[src/rtl/can_bt_pkg.sv]
package can_bt_pkg;

   typedef enum logic [1:0] {
      PH_SYNC = 2'd0,
      PH_SEG1 = 2'd1,
      PH_SEG2 = 2'd2
   } bt_phase_e;

   function automatic int unsigned max2(input int unsigned a, input int unsigned b);
      return (a > b) ? a : b;
   endfunction

endpackage

[src/rtl/can_bt_presc.sv]
module can_bt_presc #(
   parameter int unsigned PRESC_W = 6
) (
   input  logic               clk_i,
   input  logic               rst_ni,
   input  logic               restart_i,
   input  logic [PRESC_W-1:0] brp_m1_i,
   output logic               tick_o
);

   logic [PRESC_W-1:0] cnt_q;

   assign tick_o = (cnt_q == brp_m1_i);

   always_ff @(posedge clk_i) begin
      if (!rst_ni) begin
         cnt_q <= '0;
      end else if (restart_i || tick_o) begin
         cnt_q <= '0;
      end else begin
         cnt_q <= cnt_q + 1'b1;
      end
   end

endmodule

[src/rtl/can_bt_edge.sv]
module can_bt_edge (
   input  logic clk_i,
   input  logic rst_ni,
   input  logic rx_i,
   output logic fall_o
);

   logic rx_q;

   always_ff @(posedge clk_i) begin
      if (!rst_ni) rx_q <= 1'b1;
      else         rx_q <= rx_i;
   end

   assign fall_o = rx_q & ~rx_i;

endmodule

[src/rtl/can_bt_seq.sv]
module can_bt_seq
   import can_bt_pkg::*;
#(
   parameter int unsigned SEG1_W = 4,
   parameter int unsigned SEG2_W = 3,
   parameter int unsigned SJW_W  = 2
) (
   input  logic              clk_i,
   input  logic              rst_ni,
   input  logic              tick_i,
   input  logic              fall_i,
   input  logic              hard_en_i,
   input  logic              rx_i,
   input  logic [SEG1_W-1:0] tseg1_m1_i,
   input  logic [SEG2_W-1:0] tseg2_m1_i,
   input  logic [SJW_W-1:0]  sjw_m1_i,
   output logic              restart_o,
   output logic              sample_o,
   output logic              bit_o,
   output logic              bit_start_o
);

   localparam int unsigned CNT_W = max2(SEG1_W, SEG2_W) + 1;

   bt_phase_e        phase_q;
   logic [CNT_W-1:0] qcnt_q, ext_q, cut_q;
   logic             resynced_q;

   logic [CNT_W-1:0] t1, t2, sjw_len, err1, err2, adj1, adj2, ext_now, cut_now;
   logic             hard, rs_ok, rs1, rs2, seg1_last, seg2_last;

   assign t1      = {{(CNT_W-SEG1_W){1'b0}}, tseg1_m1_i};
   assign t2      = {{(CNT_W-SEG2_W){1'b0}}, tseg2_m1_i};
   assign sjw_len = {{(CNT_W-SJW_W){1'b0}}, sjw_m1_i} + 1'b1;

   assign err1 = qcnt_q + 1'b1;
   assign err2 = t2 - qcnt_q;
   assign adj1 = (err1 < sjw_len) ? err1 : sjw_len;
   assign adj2 = (err2 < sjw_len) ? err2 : sjw_len;

   assign hard  = hard_en_i && fall_i;
   assign rs_ok = !hard_en_i && fall_i && !resynced_q;
   assign rs1   = rs_ok && (phase_q == PH_SEG1);
   assign rs2   = rs_ok && (phase_q == PH_SEG2);

   assign ext_now   = rs1 ? adj1 : ext_q;
   assign cut_now   = rs2 ? adj2 : cut_q;
   assign seg1_last = (qcnt_q == t1 + ext_now);
   assign seg2_last = (qcnt_q == t2 - cut_now);

   assign restart_o = hard;

   always_ff @(posedge clk_i) begin
      if (!rst_ni) begin
         phase_q     <= PH_SYNC;
         qcnt_q      <= '0;
         ext_q       <= '0;
         cut_q       <= '0;
         resynced_q  <= 1'b0;
         sample_o    <= 1'b0;
         bit_o       <= 1'b1;
         bit_start_o <= 1'b0;
      end else begin
         sample_o    <= 1'b0;
         bit_start_o <= 1'b0;
         if (hard) begin
            phase_q     <= PH_SYNC;
            qcnt_q      <= '0;
            ext_q       <= '0;
            cut_q       <= '0;
            resynced_q  <= 1'b0;
            bit_start_o <= 1'b1;
         end else begin
            if (rs1) begin
               ext_q      <= adj1;
               resynced_q <= 1'b1;
            end
            if (rs2) begin
               cut_q      <= adj2;
               resynced_q <= 1'b1;
            end
            if (tick_i) begin
               unique case (phase_q)
                  PH_SYNC: begin
                     phase_q <= PH_SEG1;
                     qcnt_q  <= '0;
                  end
                  PH_SEG1: begin
                     if (seg1_last) begin
                        phase_q  <= PH_SEG2;
                        qcnt_q   <= '0;
                        sample_o <= 1'b1;
                        bit_o    <= rx_i;
                     end else begin
                        qcnt_q <= qcnt_q + 1'b1;
                     end
                  end
                  PH_SEG2: begin
                     if (seg2_last) begin
                        phase_q     <= PH_SYNC;
                        qcnt_q      <= '0;
                        ext_q       <= '0;
                        cut_q       <= '0;
                        resynced_q  <= 1'b0;
                        bit_start_o <= 1'b1;
                     end else begin
                        qcnt_q <= qcnt_q + 1'b1;
                     end
                  end
                  default: begin
                     phase_q <= PH_SYNC;
                     qcnt_q  <= '0;
                  end
               endcase
            end
         end
      end
   end

endmodule

[src/rtl/can_bit_timer.sv]
module can_bit_timer #(
   parameter int unsigned PRESC_W = 6,
   parameter int unsigned SEG1_W  = 4,
   parameter int unsigned SEG2_W  = 3,
   parameter int unsigned SJW_W   = 2
) (
   input  logic               clk_i,
   input  logic               rst_ni,
   input  logic               rx_i,
   input  logic               hard_sync_en_i,
   input  logic [PRESC_W-1:0] brp_m1_i,
   input  logic [SEG1_W-1:0]  tseg1_m1_i,
   input  logic [SEG2_W-1:0]  tseg2_m1_i,
   input  logic [SJW_W-1:0]   sjw_m1_i,
   output logic               tq_tick_o,
   output logic               sample_o,
   output logic               bit_o,
   output logic               bit_start_o
);

   generate
      if (PRESC_W < 1 || SEG1_W < 2 || SEG2_W < 1) begin : g_bad_width
         $error("can_bit_timer: field widths too small");
      end
      if (SJW_W > SEG2_W || SJW_W > SEG1_W) begin : g_bad_sjw
         $error("can_bit_timer: jump width field wider than a phase field");
      end
   endgenerate

   logic fall, restart;

   can_bt_edge u_edge (
      .clk_i  (clk_i),
      .rst_ni (rst_ni),
      .rx_i   (rx_i),
      .fall_o (fall)
   );

   can_bt_presc #(.PRESC_W(PRESC_W)) u_presc (
      .clk_i     (clk_i),
      .rst_ni    (rst_ni),
      .restart_i (restart),
      .brp_m1_i  (brp_m1_i),
      .tick_o    (tq_tick_o)
   );

   can_bt_seq #(.SEG1_W(SEG1_W), .SEG2_W(SEG2_W), .SJW_W(SJW_W)) u_seq (
      .clk_i       (clk_i),
      .rst_ni      (rst_ni),
      .tick_i      (tq_tick_o),
      .fall_i      (fall),
      .hard_en_i   (hard_sync_en_i),
      .rx_i        (rx_i),
      .tseg1_m1_i  (tseg1_m1_i),
      .tseg2_m1_i  (tseg2_m1_i),
      .sjw_m1_i    (sjw_m1_i),
      .restart_o   (restart),
      .sample_o    (sample_o),
      .bit_o       (bit_o),
      .bit_start_o (bit_start_o)
   );

endmodule

[config.mk]
export PLATFORM = sky130hd
export DESIGN_NAME = can_bit_timer
export DESIGN_NICKNAME = d
export VERILOG_FILES = /design/src/rtl/can_bt_pkg.sv /design/src/rtl/can_bt_presc.sv /design/src/rtl/can_bt_edge.sv /design/src/rtl/can_bt_seq.sv /design/src/rtl/can_bit_timer.sv
export SDC_FILE = /design/constraint.sdc
export NUM_CORES = 1
export LEC_CHECK = 0
export BUFFER_PORTS_ARGS = -buffer_cell sky130_fd_sc_hd__buf_4
export CORE_ASPECT_RATIO = 0.8
export CORE_MARGIN = 10
export CORE_UTILIZATION = 60
export CTS_BUF_LIST = sky130_fd_sc_hd__clkbuf_8
export CTS_CLUSTER_SIZE = 16
export DETAILED_ROUTE_END_ITERATION = 10
export HOLD_SLACK_MARGIN = 0.06
export PLACE_DENSITY = 0.82
export SLEW_MARGIN = 40
export SYNTH_ARGS = -nofsm -noshare
export SYNTH_HDL_FRONTEND = slang
export SYNTH_SLANG_ARGS = --single-unit
[constraint.sdc]
create_clock -name clk_i -period 5.3 [get_ports clk_i]
set_input_delay 0.53 -clock clk_i [delete_from_list [all_inputs] [get_ports clk_i]]
set_output_delay 0.53 -clock clk_i [all_outputs]
set_load 0.01 [all_outputs]
# Word-level counts from Yosys, hierarchy flattened
# Cells that the tools add are included.
# op_classes
n_lt_le_gt_ge	2
n_addsub	6
muxes	26
bitwise_logic	6
eq_ne	7
n_reduce_logical	14
# op_table
cell	n
2-to-1 mux 5 bit	12
equality test 5 bit	2
less-than comparator 5 bit	2
2-to-1 mux 1 bit	10
one-hot mux 5 bit (2 select lines)	1
subtractor 3 x 5 -> 5 bit	2
adder 6 x 1 -> 6 bit (second input constant)	1
equality test 6 bit	1
one-hot mux 2 bit (3 select lines)	1
adder 4 x 5 -> 5 bit	1
adder 5 x 1 -> 5 bit (second input constant)	1
logical AND 1 bit	5
inverter 1 bit	5
2-to-1 mux 2 bit	2
!= test 2 x 1 -> 1 bit (second input constant)	2
AND reduction 4 bit	1
OR reduction 2 bit	2
OR reduction 4 bit	1
adder 2 x 1 -> 3 bit (second input constant)	1
AND reduction 3 bit	1
equality test 2 x 1 -> 1 bit (second input constant)	1
equality test 2 bit (second input constant)	1
zero test 1 bit	2
zero test 2 bit	1
2 further kinds	2
# totals
in_bits	19
wordCells	71
reg_bits	28

# Depth between registers and ports, before layout
# logic_depth
word_depth	12
mapped_depth	23
depth_no_buf	21

# Hierarchy
# From an unflattened synthesis, not the netlist that was laid out.
# unflattened
hier_cells	233
hier_area_um2	2055.7
# modules_own_cells
mod	seq_area_each_um2	area_each_um2	cells_each	n_inst
can_bt_seq	420.4	1674.1	194	1
can_bt_presc	120.1	349.1	36	1
can_bt_edge	20.0	32.5	3	1

# Worst setup path after synthesis
# No wires, ideal clock.
# synth_path
kind	in2reg
startpoint	input port tseg2_m1_i[0]
endpoint	register u_seq.resynced_q
cell_stages	22
t_arrival_ps	4402
required_time_ps	5179
path_buffers	2
setup_time_ps	121
path_slack_ps	777
cell_sequence	inv_1 > ha_1 > inv_1 > fa_1 > ha_1 > a21oi_1 > maj3_1 > and4_1 > clkbuf_1 > mux2i_1 > nor2_1 > a21oi_1 > inv_1 > fa_1 > o311ai_0 > o22ai_1 > xnor2_1 > nor3_2 > and3_1 > or2_1 > buf_6 > a21oi_1
# synth_via
elab_chain_cells	9
# synth_rtl
item	line	source
from (decl)	can_bit_timer.sv:13	input logic [SEG2_W-1:0] tseg2_m1_i,
subtractor 3 x 5 -> 5 bit	can_bt_seq.sv:37	assign err2 = t2 - qcnt_q;
less-than comparator 5 bit	can_bt_seq.sv:39	assign adj2 = (err2 < sjw_len) ? err2 : sjw_len;
2-to-1 mux 5 bit	can_bt_seq.sv:39	
2-to-1 mux 5 bit	can_bt_seq.sv:47	assign cut_now = rs2 ? adj2 : cut_q;
subtractor 3 x 5 -> 5 bit (*)	can_bt_seq.sv:49	assign seg2_last = (qcnt_q == t2 - cut_now);
equality test 5 bit (*)	can_bt_seq.sv:49	
2-to-1 mux 1 bit (*)	can_bt_seq.sv:99	if (seg2_last) begin
2-to-1 mux 1 bit (*)	can_bt_seq.sv:83	unique case (phase_q)
2-to-1 mux 1 bit (*)	can_bt_seq.sv:82	if (tick_i) begin
to (signal assigned)	can_bt_seq.sv:59	resynced_q <= 1'b0;
to (signal assigned)	can_bt_seq.sv:80	resynced_q <= 1'b1;
to (signal assigned)	can_bt_seq.sv:104	resynced_q <= 1'b0;
to (decl)	can_bt_seq.sv:27	logic resynced_q;
# Every way passes the cells marked *; elsewhere a longest branch is shown, timed or not.
# A chain may end at the register's enable or synchronous reset.

# Worst setup path in the final report
# layout_path
startpoint	input port tseg2_m1_i[0]
endpoint	register u_seq.ext_q[0]
# layout_via
elab_chain_cells	9
# layout_rtl
item	line	source
subtractor 3 x 5 -> 5 bit	can_bt_seq.sv:37	
less-than comparator 5 bit	can_bt_seq.sv:39	
2-to-1 mux 5 bit	can_bt_seq.sv:39	
2-to-1 mux 5 bit	can_bt_seq.sv:47	
subtractor 3 x 5 -> 5 bit (*)	can_bt_seq.sv:49	
equality test 5 bit (*)	can_bt_seq.sv:49	
2-to-1 mux 5 bit (*)	can_bt_seq.sv:99	
2-to-1 mux 5 bit (*)	can_bt_seq.sv:83	
2-to-1 mux 5 bit (*)	can_bt_seq.sv:82	
to (signal assigned)	can_bt_seq.sv:75	ext_q <= adj1;
to (decl)	can_bt_seq.sv:26	logic [CNT_W-1:0] qcnt_q, ext_q, cut_q;
# Marked as above.

==> summary.txt <==
Clocking
  – Clock net sink count: 28
  – Clock buffer count from CTS: 3
  – Clock slew at reported path FFs: 0.09 ns
  – Worst-Skew Late Latency: 0.28 ns
  – Max Root-Sink Buffers: 2
  – CTS tree: yes
  – Hold-fix buffers, CTS: 0
  – Htree depth: 1
  – CTS root buf: clkbuf_8

Synth
  – Compound-Gate Fraction of Synth Area: 0.1236
  – Fraction of the mapped netlist area in adder cells: 0.1567
  – Synthesized instance count: 229
  – Yosys warns: 0
  – Simple-gate share of the synthesized area: 0.2064
  – Yosys reg bits: 28
  – Distinct cells, synth: 41
  – Post-synthesis sequential area ratio: 0.2854
  – Cell Area, Synth: 1964 sq um
  – Post-synthesis xor/xnor area fraction: 0.1408
  – Syn avg cell area: 8.578 sq um
  – Ys flop type: dfxtp_1
  – Mapped Nets: 270
  – Largest family of logic cells by synthesized area: simple AND/OR/NAND/NOR gates
  – Number of flops mapped to enable cells by yosys: 0
  – Asr flop ratio synth: 0
  – Post-synthesis mux area share: 0.03567

Global routing
  – Grt total ovfl: 0
  – Largest net degree at the start of global routing: 16
  – Initial antenna violation count: 0
  – First-pass GRT wire length: 7.348 mm
  – GR Util All Layers: 0.1436
  – Vias in the first global route: 1594

STA
  – Max Clock Freq: 208.8 MHz
  – RSZ-0062 raised after global routing: no
  – Worst clock skew: 0.002005 ns
  – Tmin final: 4.788 ns
  – Max transition margin: 0.6075
  – Fin. max-slew vios: 0
  – Worst slew pin tran: 0.5856 ns
  – Count of final setup violators: 0
  – TNS Setup: 0 ns
  – Final worst path period share: 0.9035
  – Fin. Hold Viols: 0

Floorplan
  – Ports: 23
  – DIE AREA: 5977 sq um
  – Num rows: 18
  – Die outline height: 71.18 um
  – Placeable Area: 3108 sq um
  – Initial Util: 0.6320
  – Die X: 83.97 um

Route
  – DR pass1 iterations: 4
  – DR WL/cell: 14.43 um
  – Wire length after detailed routing: 4.185 mm
  – Antenna Nets Post-Route: 0
  – Via count: 1600
  – DRC: 0
  – 1st-iter DRT viols: 83
  – Vias per Instance: 5.517

Placement
  – I/O Buffers: 22
  – Detail Placement HPWL: 3.291 mm
  – Placer Congestion: 0.9060
  – DP Area: 2157 sq um
  – Placed insts: 286

Pwr
  – P per Cell Area: 185.9 nW/um^2
  – Worst vdd ir: 0.1336 mV
  – P_leak: 0.9404 nW

Critical path
  – Critical path arrival: 4.96 ns
  – Crit path capture type: flip-flop
  – Critical path type: input pin to flip-flop
  – Startpoint Class: input pin
  – Required time of the critical path: 5.47 ns
  – Worst Path Max Fanout: 11

Cells and area
  – Share of cells above drive strength 1: 0.1400
  – Final net count: 292
  – Most common cell after layout, fill and taps aside: dfxtp_1
  – Util after Layout: 0.7118
  – Final instance area: 2212 sq um
  – Most frequent cells in the layout: dfxtp_1, buf_4, nor2_1, nand2_1
  – N_diodes: 0
  – Post-Layout Cell Count: 290
  – Layout area overhead: 12.61%

Run
  – Max Cap Violations: 0

Outcome
  – Status: finished, final reports clean

Worst hold path
  – HP Class: flip-flop to flip-flop
[worst paths after layout]
| check | from | slack (ns) | depth (start not counted) | endpoint |
|---|---|---|---|---|
| max reg2reg | u_seq.qcnt_q[1]$_SDFFE_PP0P_ | 0.52 | 18 | u_seq.ext_q[0]$_SDFF_PP0_ |
| min | u_seq.ext_q[4]$_SDFF_PP0_ | 0.43 | 2 | u_seq.ext_q[4]$_SDFF_PP0_ |
| max | tseg2_m1_i[0] | 0.51 | 21 | u_seq.ext_q[0]$_SDFF_PP0_ |
| min reg2reg | u_seq.ext_q[4]$_SDFF_PP0_ | 0.43 | 2 | u_seq.ext_q[4]$_SDFF_PP0_ |
[worst max-delay path, cell delays in order]
cell	delay, ns
buf_4	0.11
inv_1	0.07
ha_1	0.19
inv_1	0.07
fa_1	0.46
ha_1	0.31
a21oi_1	0.15
maj3_1	0.18
and4_1	0.26
mux2i_1	0.23
nor2_1	0.06
a21oi_1	0.21
inv_1	0.10
fa_1	0.45
o311ai_0	0.32
o22ai_1	0.18
xnor2_1	0.17
nor3_2	0.31
and3_1	0.22
or2_2	0.29
nor2b_1	0.08
[what timing repair did]
action / CTS / global route
endpoints found under the setup margin: 0 / 11
buffers inserted: 0 / 0
resized for setup: 0 / 1
[cells in the mapped netlist, types with 2 or more instances]
cell	number	area share
dfxtp_1	28	0.29
nor2_1	22	0.042
nand2_1	20	0.038
ha_1	19	0.12
inv_1	19	0.036
xnor2_1	18	0.080
a21oi_1	16	0.041
xor2_1	11	0.049
nand3_1	9	0.023
o21ai_0	9	0.023
mux2i_1	7	0.036
clkbuf_1	5	0.0096
nor2b_1	5	0.016
a21boi_0	3	0.011
fa_1	3	0.031
nand2b_1	3	0.0096
nor3_1	3	0.0076
a21o_1	2	0.0076
nand4_1	2	0.0064
nor3_2	2	0.010
nor3b_2	2	0.013
or3_1	2	0.0064
[report_power, final]
group	internal, mW	switching, mW
Clock	0.0666	0.0659
Combinational	0.0308	0.0325
Sequential	0.213	0.00249
[final cells by class]
type	instances	area, sq um
clock buffers	4	55.05
fillers	259	895.9
inverters	19	71.32
multi-input cells	176	1303
flip-flops and latches	28	560.5
well taps	40	50.05
repair buffers	23	172.7
[logic make-up (layout without fill, tap and decap cells)]
group	count (synthesis)	in the layout
flops	28	28
mux	7	7
compound gates	39	39
fa+ha+maj	23	23
xor+xnor	30	30
simple gates	77	77
buf+inv	25	46
[metal layers]
layer | track usage | up-vias | routed length (um)
met1 | 0.1798 | 758 | 2022
met3 | 0.03547 | 5 | 153
met4 | 0.03525 | 0 | 30
li1 | - | 812 | -
met5 | 0 | - | 0
met2 | 0.2413 | 25 | 1978
[state kept, by name, summed over array words and instances, names as in the netlist]
signal and count:
u_seq.ext_q 5, u_presc.cnt_q 6, u_seq.bit_o 1, u_seq.phase_q 2, u_seq.resynced_q 1, u_seq.cut_q 5, u_edge.rx_q 1, u_seq.sample_o 1
u_seq.bit_start_o 1, u_seq.qcnt_q 5
[metrics by stage]
| stage | total power [mW] | worst slack [ns] | hold WS [ns] |
|---|---|---|---|
| 6_report | 0.4112 | 0.5116 | 0.4348 |
| 4_1_cts | 0.4156 | 0.3750 | 0.4365 |
| 3_3_place_gp | 0.2815 | 0.3320 | 0.4277 |
| 5_1_grt | 0.4333 | 0.07162 | 0.4610 |
| 3_5_place_dp | 0.2833 | 0.07501 | 0.4229 |
| 2_1_floorplan | 0.2616 | 0.7769 | 0.4112 |
Note: power is estimated with default switching activity, not from simulation.
